File: src/rtl/mac_pkg.sv
package mac_pkg;

   typedef enum logic [1:0] {
      MODE_UMUL = 2'd0,
      MODE_SMUL = 2'd1,
      MODE_UMAC = 2'd2,
      MODE_SMAC = 2'd3
   } mac_mode_e;

   // word indices on the register bus
   localparam int unsigned WI_OPB    = 4;
   localparam int unsigned WI_RES_LO = 5;
   localparam int unsigned WI_RES_HI = 6;
   localparam int unsigned WI_RES_EX = 7;

   function automatic logic mode_is_signed(input mac_mode_e m);
      return m[0];
   endfunction

   function automatic logic mode_is_acc(input mac_mode_e m);
      return m[1];
   endfunction

endpackage

File: src/rtl/mac_opnd_ext.sv
module mac_opnd_ext #(
   parameter int unsigned DATA_W = 16
) (
   input  logic [DATA_W-1:0]   raw,
   input  logic [DATA_W/8-1:0] be,
   input  logic                sgn,
   output logic [DATA_W-1:0]   opnd
);
   localparam int unsigned BE_W = DATA_W / 8;

   logic byte_acc;
   assign byte_acc = (be != {BE_W{1'b1}});

   always_comb begin
      if (!byte_acc)
         opnd = raw;
      else if (sgn)
         opnd = {{(DATA_W-8){raw[7]}}, raw[7:0]};
      else
         opnd = {{(DATA_W-8){1'b0}}, raw[7:0]};
   end

endmodule

File: src/rtl/mac_arith.sv
module mac_arith #(
   parameter int unsigned DATA_W = 16
) (
   input  logic [DATA_W-1:0]   opa,
   input  logic [DATA_W-1:0]   opb,
   input  logic                sgn,
   input  logic                acc_en,
   input  logic [2*DATA_W-1:0] acc_in,
   output logic [2*DATA_W-1:0] res,
   output logic [DATA_W-1:0]   ext
);
   localparam int unsigned OW = DATA_W + 1;
   localparam int unsigned PW = 2 * OW;
   localparam int unsigned RW = 2 * DATA_W;

   logic signed [OW-1:0] xa, xb;
   logic signed [PW-1:0] prod_full;
   logic [RW-1:0]        prod;
   logic [RW:0]          sum;

   // one extra bit per operand lets one signed multiplier serve both modes
   assign xa        = $signed({sgn & opa[DATA_W-1], opa});
   assign xb        = $signed({sgn & opb[DATA_W-1], opb});
   assign prod_full = xa * xb;
   assign prod      = prod_full[RW-1:0];
   assign sum       = {1'b0, acc_in} + {1'b0, prod};

   always_comb begin
      res = acc_en ? sum[RW-1:0] : prod;
      if (sgn)
         ext = {DATA_W{res[RW-1]}};
      else if (acc_en)
         ext = {{(DATA_W-1){1'b0}}, sum[RW]};
      else
         ext = '0;
   end

endmodule

File: src/rtl/mac_periph.sv
module mac_periph
   import mac_pkg::*;
#(
   parameter int unsigned DATA_W = 16,
   parameter int unsigned ADDR_W = 3
) (
   input  logic                clk,
   input  logic                rst_n,
   input  logic [ADDR_W-1:0]   bus_addr,
   input  logic [DATA_W-1:0]   bus_wdata,
   input  logic [DATA_W/8-1:0] bus_be,
   input  logic                bus_we,
   output logic [DATA_W-1:0]   bus_rdata
);
   localparam int unsigned BE_W = DATA_W / 8;
   localparam int unsigned RW   = 2 * DATA_W;

   generate
      if (DATA_W < 16 || (DATA_W % 8) != 0) begin : g_bad_width
         $error("mac_periph: DATA_W must be a multiple of 8, at least 16");
      end
      if (ADDR_W < 3) begin : g_bad_addr
         $error("mac_periph: ADDR_W must be at least 3");
      end
   endgenerate

   mac_mode_e         mode_q;
   logic [DATA_W-1:0] opa_q, opb_q, lo_q, hi_q, ex_q;
   logic [DATA_W-1:0] lo_nxt, hi_nxt;
   logic [DATA_W-1:0] opnd;
   logic [RW-1:0]     res;
   logic [DATA_W-1:0] res_ext;
   logic              wr, wr_opa, wr_opb, wr_lo, wr_hi, ext_sgn;

   assign wr     = bus_we && (bus_be != '0);
   assign wr_opa = wr && (bus_addr[ADDR_W-1:2] == '0);
   assign wr_opb = wr && (bus_addr == ADDR_W'(WI_OPB));
   assign wr_lo  = wr && (bus_addr == ADDR_W'(WI_RES_LO));
   assign wr_hi  = wr && (bus_addr == ADDR_W'(WI_RES_HI));

   // operand A takes its sign rule from its own address, operand B from the latch
   assign ext_sgn = wr_opa ? bus_addr[0] : mode_is_signed(mode_q);

   mac_opnd_ext #(.DATA_W(DATA_W)) u_ext (
      .raw  (bus_wdata),
      .be   (bus_be),
      .sgn  (ext_sgn),
      .opnd (opnd)
   );

   mac_arith #(.DATA_W(DATA_W)) u_arith (
      .opa    (opa_q),
      .opb    (opnd),
      .sgn    (mode_is_signed(mode_q)),
      .acc_en (mode_is_acc(mode_q)),
      .acc_in ({hi_q, lo_q}),
      .res    (res),
      .ext    (res_ext)
   );

   // lane-wise merge for result preload
   generate
      for (genvar ln = 0; ln < BE_W; ln++) begin : g_lane
         assign lo_nxt[8*ln +: 8] = bus_be[ln] ? bus_wdata[8*ln +: 8] : lo_q[8*ln +: 8];
         assign hi_nxt[8*ln +: 8] = bus_be[ln] ? bus_wdata[8*ln +: 8] : hi_q[8*ln +: 8];
      end
   endgenerate

   always_ff @(posedge clk) begin
      if (!rst_n) begin
         mode_q <= MODE_UMUL;
         opa_q  <= '0;
         opb_q  <= '0;
         lo_q   <= '0;
         hi_q   <= '0;
         ex_q   <= '0;
      end else begin
         if (wr_opa) begin
            opa_q  <= opnd;
            mode_q <= mac_mode_e'(bus_addr[1:0]);
         end
         if (wr_opb) begin
            opb_q <= opnd;
            lo_q  <= res[DATA_W-1:0];
            hi_q  <= res[RW-1:DATA_W];
            ex_q  <= res_ext;
         end
         if (wr_lo) lo_q <= lo_nxt;
         if (wr_hi) hi_q <= hi_nxt;
      end
   end

   always_comb begin
      if (bus_addr[ADDR_W-1:2] == '0)               bus_rdata = opa_q;
      else if (bus_addr == ADDR_W'(WI_OPB))          bus_rdata = opb_q;
      else if (bus_addr == ADDR_W'(WI_RES_LO))       bus_rdata = lo_q;
      else if (bus_addr == ADDR_W'(WI_RES_HI))       bus_rdata = hi_q;
      else if (bus_addr == ADDR_W'(WI_RES_EX))       bus_rdata = ex_q;
      else                                           bus_rdata = '0;
   end

   // unsigned multiply never leaves a nonzero extension
   a_r4_umul_ext_zero: assert property (@(posedge clk) disable iff (!rst_n)
      (wr_opb && mode_q == MODE_UMUL) |=> (ex_q == '0));

   // signed extension is all ones or all zeros, matching bit 31
   a_r7_signed_ext_sign: assert property (@(posedge clk) disable iff (!rst_n)
      (wr_opb && mode_is_signed(mode_q)) |=> (ex_q == {DATA_W{hi_q[DATA_W-1]}}));

   // unsigned accumulate extension is a single carry bit
   a_r6_umac_carry_bit: assert property (@(posedge clk) disable iff (!rst_n)
      (wr_opb && mode_q == MODE_UMAC) |=> (ex_q[DATA_W-1:1] == '0));

   // result words hold without a write to words 4..6
   a_r12_result_hold: assert property (@(posedge clk) disable iff (!rst_n)
      !(wr_opb || wr_lo || wr_hi) |=> ($stable(lo_q) && $stable(hi_q) && $stable(ex_q)));

   // operand A write latches the mode named by its address
   a_r2_mode_latch: assert property (@(posedge clk) disable iff (!rst_n)
      wr_opa |=> (mode_q == mac_mode_e'($past(bus_addr[1:0]))));

endmodule

File: config.mk
export PLATFORM = sky130hd
export DESIGN_NAME = mac_periph
export DESIGN_NICKNAME = d
export VERILOG_FILES = /design/src/rtl/mac_pkg.sv /design/src/rtl/mac_opnd_ext.sv /design/src/rtl/mac_arith.sv /design/src/rtl/mac_periph.sv
export SDC_FILE = /design/constraint.sdc
export NUM_CORES = 1
export LEC_CHECK = 0
export ABC_AREA = 1
export CORE_ASPECT_RATIO = 0.6
export CORE_MARGIN = 5
export CORE_UTILIZATION = 40
export CTS_BUF_LIST = sky130_fd_sc_hd__clkbuf_2 sky130_fd_sc_hd__clkbuf_4 sky130_fd_sc_hd__clkbuf_8
export CTS_CLUSTER_DIAMETER = 100
export DETAILED_ROUTE_END_ITERATION = 6
export PLACE_DENSITY = 0.6
export REMOVE_ABC_BUFFERS = 1
export SYNTH_ARGS = -nofsm -noshare
export SYNTH_HDL_FRONTEND = slang
export SYNTH_SLANG_ARGS = --single-unit
File: constraint.sdc
create_clock -name clk -period 7.75 [get_ports clk]
set_input_delay 0.775 -clock clk [delete_from_list [all_inputs] [get_ports clk]]
set_output_delay 0.775 -clock clk [all_outputs]
set_load 0.05 [all_outputs]
Word level (Yosys, flattened, before mapping):

Index checks and enable logic that the tools add are counted.

* eq/ne operators: 9
* bitwise gates (word level): 3
* multiply operators: 1
* $add $sub $neg: 1
* mux-type cells: 17
* reductions and logical operators: 12

Operators with widths (number)
* 2-to-1 mux 16 bit: 12
* adder 32 x 32 -> 33 bit: 1
* multiplier 17 x 17 -> 32 bit: 1
* 2-to-1 mux 32 bit: 1
* 2-to-1 mux 8 bit: 2
* == test 3 bit, second input constant: 4
* != test 2 bit, second input constant: 5
* AND reduction 2 bit: 4
* nonzero test 2 bit: 3
* logical AND 1 bit: 5
* bitwise AND 1 bit: 2
* 2-to-1 mux 1 bit: 2
* inverter 1 bit: 1

* word-level logic and storage cells: 51
* register bits after elaboration: 82
* input bits: 24

Longest topological paths before layout:

* depth in word-level cells: 12
* depth in mapped cells: 46

Hierarchy:

Synthesis repeated with hierarchy kept, for this count alone.

* cells, all modules: 2642
* area total of the unflattened synthesis: 18126.1 sq um

Modules (own cells, without submodules)
* mac_arith: cells each 1946, area each 13825.8 sq um, instances 1
* mac_periph: cells each 666, area each 4117.7 sq um, instances 1
* mac_opnd_ext: cells each 30, area each 182.7 sq um, instances 1

Worst setup path after synthesis:

OpenSTA, ideal clock, no wires.

* kind: input -> register
* from: input bus_addr[2]
* to: register ex_q[0]
* data arrival time: 7.709 ns
* path slack: -0.068 ns
* path buffers: 2
* stages on the path: 42
* required time: 7.641 ns
* setup time: 0.109 ns
* cell sequence: buf_4 clkinv_2 nand3_2 nand2_1 nand3_2 nand2_4 o21ai_0 inv_1 clkbuf_1 nand2_1 fa_1 inv_1 fa_1 inv_1 fa_1 inv_1 fa_1 fa_1 (+6 left out) o21a_1 nor2_1 o21ai_1 a31oi_1 xor2_1 inv_1 ha_1 a21o_1 a31oi_1 o21ai_0 a21oi_1 nand2_1 nand2_1 nand3_1 nand3_2 nand3_1 nand2_1 inv_1

* cells in the longest elaborated chain, start to end: 10
* elaborated cells between the ends (all ways): 13

RTL lines
* from (decl): RTL line mac_periph.sv:9 `input logic [ADDR_W-1:0] bus_addr,`
* inverter 1 bit
* logical AND 1 bit: RTL line mac_periph.sv:36 `assign wr_opa = wr && (bus_addr[ADDR_W-1:2] == '0);`
* 2-to-1 mux 1 bit: RTL line mac_periph.sv:42 `assign ext_sgn = wr_opa ? bus_addr[0] : mode_is_signed(mode_q);`
* 2-to-1 mux 16 bit: RTL line mac_opnd_ext.sv:17 `else if (sgn)`
* 2-to-1 mux 16 bit: RTL line mac_opnd_ext.sv:15 `if (!byte_acc)`
* bitwise AND 1 bit: RTL line mac_arith.sv:23 `assign xb = $signed({sgn & opb[DATA_W-1], opb});`
* multiplier 17 x 17 -> 32 bit: RTL line mac_arith.sv:24 `assign prod_full = xa * xb;`
* adder 32 x 32 -> 33 bit: RTL line mac_arith.sv:26 `assign sum = {1'b0, acc_in} + {1'b0, prod};`
* 2-to-1 mux 1 bit or 2-to-1 mux 32 bit (tied branches): RTL line mac_arith.sv:32, mac_arith.sv:29
* 2-to-1 mux 16 bit: RTL line mac_arith.sv:30 `if (sgn)`
* to (signal assigned): RTL line mac_periph.sv:86 `ex_q <= res_ext;`
* to (decl): RTL line mac_periph.sv:28 `logic [DATA_W-1:0] opa_q, opb_q, lo_q, hi_q, ex_q;`

Parallel ways exist; a longest one is shown, timed or not.
A chain may end at the register's enable or synchronous reset.

Final worst setup path:

Ends and elaborated chain as after synthesis.

==> metrics.cfg <==
[sta]
finalWorstSetupSlack_ns=-0.06204
fmax_mhz=128.0
fin_skew_ns=0.01500
finalSetupViolations=5
tightest_slew_ns=1.189
fin_crit_ns=7.812
period_share=1.008
max_slew_margin=0.2072
fin_tns_setup_ns=-0.2432
slew_violations=0
rsz0062_at_grt=yes
hold_violations=0

[drt]
routed_wl_um=59990
vias=16220
drc=0
dr.pass1.iters=6
via_per_inst=5.200
wl_per_cell_um=19.24
met1_length_um=28000
ant_nets=0
wl_met2_um=23770
drt-initial-drc-count=1676
met3WireLength_um=6812
top_layer_used=met4

[placement]
io_buffers=39
place_inst=3066
dpl.hpwl_um=49880
globalplace.congestion=0.9943

[status]
violations=negative setup slack
status=complete, but fails checks

[synthesis]
ys_async_sr_fraction=0
synth_seq_cells=68
synth_ff_type=dfxtp_1
synthMuxAreaShare=0
synth-edff-count=0
syn_area_sq_um=16290
synth_top_family_by_area=adder cells
synth-compound-area-share=0.1199
syn_area_per_cell_sq_um=7.287
synth_cell_types=48
syn_inst=2235
yosys.area_share.adder=0.4385
ys_warn_count=0
synth-simple-area-share=0.2021
yosysSeqAreaShare=0.08359
synth-xor-area-share=0.01829

[clocking]
numCtsBuffers=9
max-clock-path-buffers=2
clkTransAtPathRegs_ns=0.09
cts-root-buf=clkbuf_8
clk_latency_ns=0.40
holdBufCountCts=0
h-tree-depth=3
cts_tree=built
cts.sinks=68

[power_and_ir_drop]
p_sw_frac=0.5040
p_int_w=0.002269
ir_drop_uv=141.6
pwr-share-seq=0.086
pwr-share-clk=0.072
leakage_nw=11.20
p_comb_frac=0.842
power_switching_w=0.002306
p_per_area_nw_per_um2=214.1

[floorplan]
start_util=0.4034
core_area_sq_um=40370
dieArea_sq_um=44980
die_h_um=166.3
ios=40
rows=57
die_x_um=270.5

[final_layout]
stdcell_count=3118
drive_gt1_frac=0.2458
layout_commonest_cell=inv_1
final_nets=3007
syn_to_final_growth_pct=31.19
most-common-layout-cells=inv_1, nand2_1, buf_4, fa_1, nor2_1
antenna_cells=0

[min_path]
hp-class=reg2reg

[worst_setup_path]
end_kind=flip-flop
worst_path_max_delay_cell=fa_2
reg2reg_to=hi_q[15]$_SDFFE_PN0P_
critPathLaunch=bus_addr[2]
worstPathArrival_ns=8.10
required_ns=8.04
reg2reg_from=opa_q[6]$_SDFFE_PN0N_
r2r_cells=34
cp-start-kind=input pin
r2r_slack_ns=0.23
endpoint=ex_q[0]$_SDFFE_PN0P_
slowest_delay_ns=0.57
worstSetupPathType=in2reg
crit_fanout=11

[global_route]
track_usage=0.2635
grt_pass1_vias=16150
grt_max_degree=67
grt_pass1_wl_um=92760
grt_overflow=0
grt_antenna_before_repair=0

[job]
maxCapViolations=0

==> layer usage <==
| layer | vias up | global-route usage |
|---|---|---|
| met5 | - | 0 |
| met3 | 89 | 0.08404 |
| met1 | 7914 | 0.4019 |
| met4 | 0 | 0.05808 |
| li1 | 7521 | - |
| met2 | 691 | 0.3624 |
==> flip-flops by register name, summed over array words and instances, names as in the netlist <==
name / flops
opa_q: 16
lo_q: 16
opb_q: 16
hi_q: 16
mode_q: 2
ex_q: 2
==> cell usage after synthesis (2+ instances only) <==
cell	n	area, sq um
a31oi_1	21	131.4
a21oi_2	3	26.28
buf_2	6	30.03
ha_1	118	1476
o21a_1	4	30.03
a31o_2	5	43.79
nand3_1	92	460.4
nor4_1	2	12.51
nand2_4	2	22.52
inv_2	8	30.03
o21bai_1	15	112.6
clkinv_1	2	7.510
a221oi_1	2	17.52
a211oi_1	3	22.52
nand2_1	504	1892
o211ai_1	17	127.6
dfxtp_1	68	1361
xor2_1	22	192.7
or2_2	8	50.05
clkbuf_1	69	259.0
buf_1	5	18.77
inv_1	496	1862
nand2_2	7	43.79
a21boi_0	3	22.52
nor3_1	11	55.05
a21o_1	8	60.06
o21ai_1	8	40.04
buf_4	3	22.52
nand3_2	5	50.05
fa_1	283	5665
or2_1	2	12.51
o21ai_0	129	645.6
xnor2_1	12	105.1
nand4_1	18	112.6
nor2_1	134	503.0
nor3_2	2	20.02
a21oi_1	127	635.6
==> through the flow <==
step | setup slack (ns) | hold WS, ns | instance area [sq um] | total power (W) | util
final | -0.06204 | 0.4959 | 21370 | 0.004575 | 0.5293
after global placement | -1.223 | 0.4688 | 19700 | 0.003434 | 0.4880
after global routing | -0.3154 | 0.5204 | 21370 | 0.004872 | 0.5293
after floorplan | -0.2448 | 0.4554 | 15960 | 0.001927 | -
after detailed placement | -1.419 | 0.4788 | 19700 | 0.003438 | 0.4880
after CTS | 0.006492 | 0.4964 | 20480 | 0.004070 | 0.5073
==> final cells by class <==
type	count	area, sq um
clock buffer	10	137.6
clock inverter	6	63.81
fill	3812	19000
inverter	508	1924
multi-input combinational	1576	13800
sequential	68	1361
tap	531	664.4
timing repair buffer	418	3410
timing repair inverter	1	7.507
==> what timing repair did <==
item | in CTS | in global routing
resized for setup | 135 | 189
buffers inserted | 14 | 20
endpoints found under the setup margin | 20 | 19
cloned | 2 | 0
pin swaps | 31 | 84
==> critical path: cells and delay by family <==
family	cells	cell delay, ns
compound gates	3	0.56
xor+xnor	1	0.26
fa+ha+maj	8	3.63
simple gates	20	1.85
buf+inv	10	1.04
==> worst min path at each step <==
stage | startpoint | end | slack, ns | cells past startpoint
after floorplan | opb_q[3]$_SDFFE_PN0P_ | opb_q[3]$_SDFFE_PN0P_ | 0.46 | 2
after global placement | opb_q[4]$_SDFFE_PN0P_ | opb_q[4]$_SDFFE_PN0P_ | 0.47 | 2
after detailed placement | opb_q[4]$_SDFFE_PN0P_ | opb_q[4]$_SDFFE_PN0P_ | 0.48 | 2
after CTS | opb_q[4]$_SDFFE_PN0P_ | opb_q[4]$_SDFFE_PN0P_ | 0.50 | 2
after global routing | opb_q[7]$_SDFFE_PN0P_ | opb_q[7]$_SDFFE_PN0P_ | 0.52 | 2
final | opb_q[4]$_SDFFE_PN0P_ | opb_q[4]$_SDFFE_PN0P_ | 0.50 | 2
==> power by group through the flow <==
stage | combinational [W] | sequential (W) | clock [W]
after global placement | 0.00304 | 0.000398 | 0
after CTS | 0.00335 | 0.000391 | 0.000329
after detailed placement | 0.00304 | 0.000398 | 0
after floorplan | 0.00153 | 0.000399 | 0
after global routing | 0.00413 | 0.000395 | 0.000343
final | 0.00385 | 0.000394 | 0.000328
==> cells by family (layout without fill, tap and decap cells) <==
logic type      after synthesis  in the layout
buf+inv                     591            943
xor+xnor                     34             34
simple gates                793            793
compound gates              348            348
fa+ha+maj                   401            401
flops                        68             68
Note: power is estimated with default switching activity, not from simulation.
